## config.mk

```make
export PLATFORM = sky130hd
export DESIGN_NAME = mac_mul_seq
export DESIGN_NICKNAME = d
export VERILOG_FILES = /design/src/rtl/mac_mul_pkg.sv /design/src/rtl/mac_mul_ctrl.sv /design/src/rtl/mac_mul_unit.sv /design/src/rtl/mac_mul_seq.sv
export SDC_FILE = /design/constraint.sdc
export NUM_CORES = 1
export LEC_CHECK = 0
export ABC_AREA = 1
export CORE_MARGIN = 2
export CORE_UTILIZATION = 40
export DETAILED_ROUTE_END_ITERATION = 8
export PLACE_DENSITY_LB_ADDON = 0.12
export SYNTH_ARGS = -nofsm -noshare
export SYNTH_HDL_FRONTEND = slang
export SYNTH_SLANG_ARGS = --single-unit
```

## constraint.sdc

```tcl
create_clock -name clk_i -period 8.8 [get_ports clk_i]
set_input_delay 0.88 -clock clk_i [delete_from_list [all_inputs] [get_ports clk_i]]
set_output_delay 0.88 -clock clk_i [all_outputs]
set_load 0.03 [all_outputs]
```

## src/rtl/mac_mul_pkg.sv

```systemverilog
package mac_mul_pkg;
  // partial-product step: first letter operand a half, second operand b half
  typedef enum logic [1:0] {
    ST_LL = 2'd0,  // idle / low x low
    ST_LH = 2'd1,
    ST_HL = 2'd2,
    ST_HH = 2'd3
  } mac_step_e;

  typedef enum logic {
    OP_LOW  = 1'b0,
    OP_HIGH = 1'b1
  } mac_op_e;
endpackage

```

## src/rtl/mac_mul_ctrl.sv

```systemverilog
module mac_mul_ctrl
  import mac_mul_pkg::*;
(
  input  logic      clk_i,
  input  logic      rst_ni,
  input  logic      start_i,
  input  logic      op_i,
  output mac_step_e step_o,
  output logic      accept_o,
  output logic      valid_o
);
  mac_step_e step_q, step_d;
  mac_op_e   op_q;

  assign accept_o = (step_q == ST_LL) && start_i;

  always_comb begin
    step_d = step_q;
    unique case (step_q)
      ST_LL: if (start_i) step_d = ST_LH;
      ST_LH: step_d = ST_HL;
      ST_HL: step_d = (op_q == OP_HIGH) ? ST_HH : ST_LL;
      ST_HH: step_d = ST_LL;
      default: step_d = ST_LL;
    endcase
  end

  always_ff @(posedge clk_i or negedge rst_ni) begin
    if (!rst_ni) begin
      step_q <= ST_LL;
      op_q   <= OP_LOW;
    end else begin
      step_q <= step_d;
      if (accept_o) op_q <= mac_op_e'(op_i);
    end
  end

  assign valid_o = ((step_q == ST_HL) && (op_q == OP_LOW)) || (step_q == ST_HH);
  assign step_o  = step_q;
endmodule

```

## src/rtl/mac_mul_unit.sv

```systemverilog
module mac_mul_unit #(
  parameter  int MAC_W = 17,
  localparam int ACC_W = 2 * MAC_W
) (
  input  logic signed [MAC_W-1:0] a_i,
  input  logic signed [MAC_W-1:0] b_i,
  input  logic signed [ACC_W-1:0] acc_i,
  output logic signed [ACC_W-1:0] sum_o
);
  logic signed [ACC_W-1:0] a_x, b_x;

  assign a_x   = {{MAC_W{a_i[MAC_W-1]}}, a_i};
  assign b_x   = {{MAC_W{b_i[MAC_W-1]}}, b_i};
  assign sum_o = acc_i + a_x * b_x;
endmodule

```

## src/rtl/mac_mul_seq.sv

```systemverilog
module mac_mul_seq
  import mac_mul_pkg::*;
#(
  parameter  int HALF_W = 16,
  localparam int DATA_W = 2 * HALF_W
) (
  input  logic              clk_i,
  input  logic              rst_ni,
  input  logic              start_i,
  input  logic              op_i,
  input  logic [1:0]        sgn_i,
  input  logic [DATA_W-1:0] a_i,
  input  logic [DATA_W-1:0] b_i,
  output logic [DATA_W-1:0] result_o,
  output logic              valid_o
);
  localparam int MAC_W = HALF_W + 1;
  localparam int ACC_W = 2 * MAC_W;

  mac_step_e step;
  logic      accept, valid;

  logic [DATA_W-1:0] a_q, b_q, a_s, b_s;
  logic [1:0]        sgn_q, sgn_s;
  logic [HALF_W-1:0] low_q;
  logic signed [ACC_W-1:0] acc_q, acc_in, sum, acc_sh;
  logic signed [MAC_W-1:0] mac_a, mac_b;
  logic signed [MAC_W-1:0] half_a [2];
  logic signed [MAC_W-1:0] half_b [2];

  mac_mul_ctrl u_ctrl (
    .clk_i    (clk_i),
    .rst_ni   (rst_ni),
    .start_i  (start_i),
    .op_i     (op_i),
    .step_o   (step),
    .accept_o (accept),
    .valid_o  (valid)
  );

  always_ff @(posedge clk_i or negedge rst_ni) begin
    if (!rst_ni) begin
      a_q   <= '0;
      b_q   <= '0;
      sgn_q <= '0;
    end else if (accept) begin
      a_q   <= a_i;
      b_q   <= b_i;
      sgn_q <= sgn_i;
    end
  end

  // first step works on the live inputs, later steps on the captured copy
  assign a_s   = (step == ST_LL) ? a_i   : a_q;
  assign b_s   = (step == ST_LL) ? b_i   : b_q;
  assign sgn_s = (step == ST_LL) ? sgn_i : sgn_q;

  // index 0: low half, zero-extended; index 1: high half, sign-extended on demand
  for (genvar h = 0; h < 2; h++) begin : g_half
    if (h == 0) begin : g_lo
      assign half_a[h] = {1'b0, a_s[HALF_W-1:0]};
      assign half_b[h] = {1'b0, b_s[HALF_W-1:0]};
    end else begin : g_hi
      assign half_a[h] = {sgn_s[0] & a_s[DATA_W-1], a_s[DATA_W-1:HALF_W]};
      assign half_b[h] = {sgn_s[1] & b_s[DATA_W-1], b_s[DATA_W-1:HALF_W]};
    end
  end

  always_comb begin
    mac_a = half_a[0];
    mac_b = half_b[0];
    unique case (step)
      ST_LL: begin mac_a = half_a[0]; mac_b = half_b[0]; end
      ST_LH: begin mac_a = half_a[0]; mac_b = half_b[1]; end
      ST_HL: begin mac_a = half_a[1]; mac_b = half_b[0]; end
      ST_HH: begin mac_a = half_a[1]; mac_b = half_b[1]; end
      default: ;
    endcase
  end

  assign acc_in = (step == ST_LL) ? '0 : acc_q;

  mac_mul_unit #(.MAC_W(MAC_W)) u_mac (
    .a_i   (mac_a),
    .b_i   (mac_b),
    .acc_i (acc_in),
    .sum_o (sum)
  );

  assign acc_sh = sum >>> HALF_W;

  always_ff @(posedge clk_i or negedge rst_ni) begin
    if (!rst_ni) begin
      acc_q <= '0;
      low_q <= '0;
    end else if (accept) begin
      acc_q <= acc_sh;
      low_q <= sum[HALF_W-1:0];
    end else begin
      unique case (step)
        ST_LH:   acc_q <= sum;
        ST_HL:   acc_q <= acc_sh;
        default: ;
      endcase
    end
  end

  always_comb begin
    result_o = '0;
    if (valid) begin
      if (step == ST_HH) result_o = sum[DATA_W-1:0];
      else               result_o = {sum[HALF_W-1:0], low_q};
    end
  end

  assign valid_o = valid;
endmodule

```

==> run summary <==
Status - complete, no violations
Max incr delay on CP - 0.61 ns
Starting Density - 40.6%
Clk Latency, worst-skew pair - 0.46 ns
Final period utilization - 96.4%
Final wirelength - 58800 µm
Syn_area_per_cell - 7.84 µm²
Hold Crit Class - reg -> reg
Grt peak-use layer - met2
DRC viols - 0
Fin crit period - 8.49 ns
N_diodes - 0
Worst-Margin Slew - 0.973 ns
Post-synth top area share - 35.9%
First-pass GRT wire length - 94700 µm
Yosys cell types - 41
Synth area leaders - fa_1 (36%), dfrtp_1 (16%), inv_1 (13%)
Core area - 46600 µm²
Hold Fails Final Rpt - 0
Nets - 3087
Via count - 15700
Critical path class - reg -> out
Clock root buffer - clkbuf_16
Starting DRT DRC Count - 1171
# rows - 79
DR vias/cell - 4.91
Core Util, Final - 47.1%
CTS max path bufs - 2
Num ports - 103
FF+latch count, synth - 119
Routing usage on met2 - 39.0%
Final Max Slew Viols - 0
Critical path endpoint category - primary output
Final setup fails - 0
H-tree depth - 4
Post-route ant nets - 0
CP Launch Type - register
EDFF count, synth - 0
Clock Sinks - 119
Non-Filler Instances - 3193
Register area share after synthesis - 15.8%
Top cell type by total area after synthesis - fa_1
Worst path most repeated cell - nand2_1
DIE HEIGHT - 221 µm
Clock skew - 0.0125 ns
Worst Path Arrival - 7.61 ns
Die area - 49000 µm²
Synth Warn # - 0
GRT Total Usage - 25.0%
Area added between synthesis and finish - 16.1%
CP Data Required Time - 7.92 ns
Top_reg_cell synth - dfrtp_1
FFs w/ async S/R, synth - 100%
Fmax - 0.118 GHz
Critical-path top delay cell - fa_1
Syn nets - 2921
Die X - 221 µm
Number of global-route vias before repair - 16500
Routed WL per cell - 18.4 µm
Met3 global-route usage - 3.80%
Initial antenna violation count - 0
Met1 usage - 35.5%
CTS clock-pin slew for the worst setup and hold paths - 0.06 ns
DP Cell Count - 3153
Cts bufs inserted - 17
Grt ovf - 0
Slew headroom - 35.1%
Largest net degree at the start of global routing - 92
DP Wirelength - 50000 µm
Mapped Cells - 2410
Crit-path max FO - 15
Final Wtd Congestion - 1.01
Post-Syn Area - 18900 µm²
Number of port buffers - 102
Pre-antenna DRT Iters - 6
Max Cap Viol - 0
TritonCTS clock tree - done
Layout cells sized above 1 - 9.40%
-- cells in the final DEF (no fill, tap or decap), types with 9 or more instances in the layout --
| master | instances |
|---|---|
| o221ai_1 | 14 |
| fa_1 | 339 |
| nor2_1 | 236 |
| inv_1 | 634 |
| o21a_1 | 11 |
| ha_1 | 100 |
| a21oi_1 | 61 |
| nand3_1 | 43 |
| xor2_1 | 15 |
| o21ai_0 | 68 |
| buf_4 | 134 |
| clkdlybuf4s50_1 | 79 |
| o211ai_1 | 18 |
| nand4_1 | 9 |
| dfrtp_1 | 119 |
| clkbuf_16 | 17 |
| a21oi_2 | 11 |
| o221a_2 | 16 |
| nand2_1 | 550 |
-- final cells by class --
type	count	area (µm²)
flip-flops and latches	119	2980
clock buffers	19	443
clock inverters	10	131
multi-input cells	1560	13200
inverters	655	2480
repair buffers	223	1920
well taps	607	759
fillers	4677	24600
-- worst paths after layout --
kind	cells after the start	slack, ns	endpoint	start
worst min register to register	2	0.48	a_q[12]$_DFFE_PN0P_	a_q[12]$_DFFE_PN0P_
max in group asynchronous	2	6.90	acc_q[17]$_DFFE_PN0P_	rst_ni
worst min-delay path	2	0.48	a_q[12]$_DFFE_PN0P_	a_q[12]$_DFFE_PN0P_
min in group asynchronous	1	0.50	a_q[25]$_DFFE_PN0P_	rst_ni
worst max register to register	29	1.35	acc_q[31]$_DFFE_PN0P_	u_ctrl.step_o[0]$_DFFE_PN0P_
worst max-delay path	34	0.31	result_o[26]	u_ctrl.step_o[1]$_DFFE_PN0P_
-- cell usage after synthesis, drive strengths merged, types with 2 or more instances --
cell and number:
clkbuf 50, o221a 16, inv 649, o21bai 2, o211ai 18, a21o 3, nand3b 2, nand2 553
a21boi 2, nand4 9, o221ai 14, a21oi 72, xor2 15, nor2 245, nor3 9, buf 27
dfrtp 119, fa 339, or2 4, nand3 46, clkinv 6, o21a 16, xnor2 8, o21ai 74
ha 102, a211oi 6
-- worst max-delay path, delay by kind of cell, from the launching register on --
family,cells,cell delay (ns)
adder cells (fa/ha/maj),7,3.42
AO/OA/AOI/OAI,4,0.72
AND/OR/NAND/NOR,11,1.13
flip-flops,1,0.42
buffers and inverters,12,1.46
-- timing repair --
item,in CTS,in global routing
resized for setup,7,39
hold buffers,0,0
pin swaps,0,2
buffers inserted,3,7
endpoints found under the setup margin,5,14
cloned,0,1
-- sequential cells by signal, summed over array words and instances, names as in the netlist --
signal	cells
acc_q	34
sgn_q	2
a_q	32
u_ctrl.op_q	1
b_q	32
u_ctrl.step_o	2
low_q	16
-- metrics by stage --
step	setup WS [ns]	TNS [ns]	area [µm²]	hold slack [ns]
2_1_floorplan	0.771	0	18900	0.449
3_3_place_gp	0.0359	0	21200	0.462
3_5_place_dp	0.107	0	21200	0.466
4_1_cts	-0.00174	-0.00174	21800	0.481
5_1_grt	-0.0170	-0.0170	21900	0.499
6_report	0.313	0	21900	0.479
-- logic make-up (layout without fill, tap and decap cells) --
group	count (synthesis)	count (layout)	share of synthesized area [%]
buf+inv	732	907	14.7
fa+ha+maj	441	441	42.7
compound gates	225	225	7.63
simple gates	870	871	18.1
xor+xnor	23	23	1.07
flops	119	119	15.8
-- routing by layer --
layer,part of all wire (%),vias to the layer above,wire (µm)
li1,-,7362,-
met1,46,7773,26900
met2,46,446,26800
met3,5.1,96,3030
met4,3.6,0,2120
met5,0,-,0
Power is left out: the tool's default activity adds up to more than one toggle a clock period on the data nets, which glitch-free logic cannot reach.
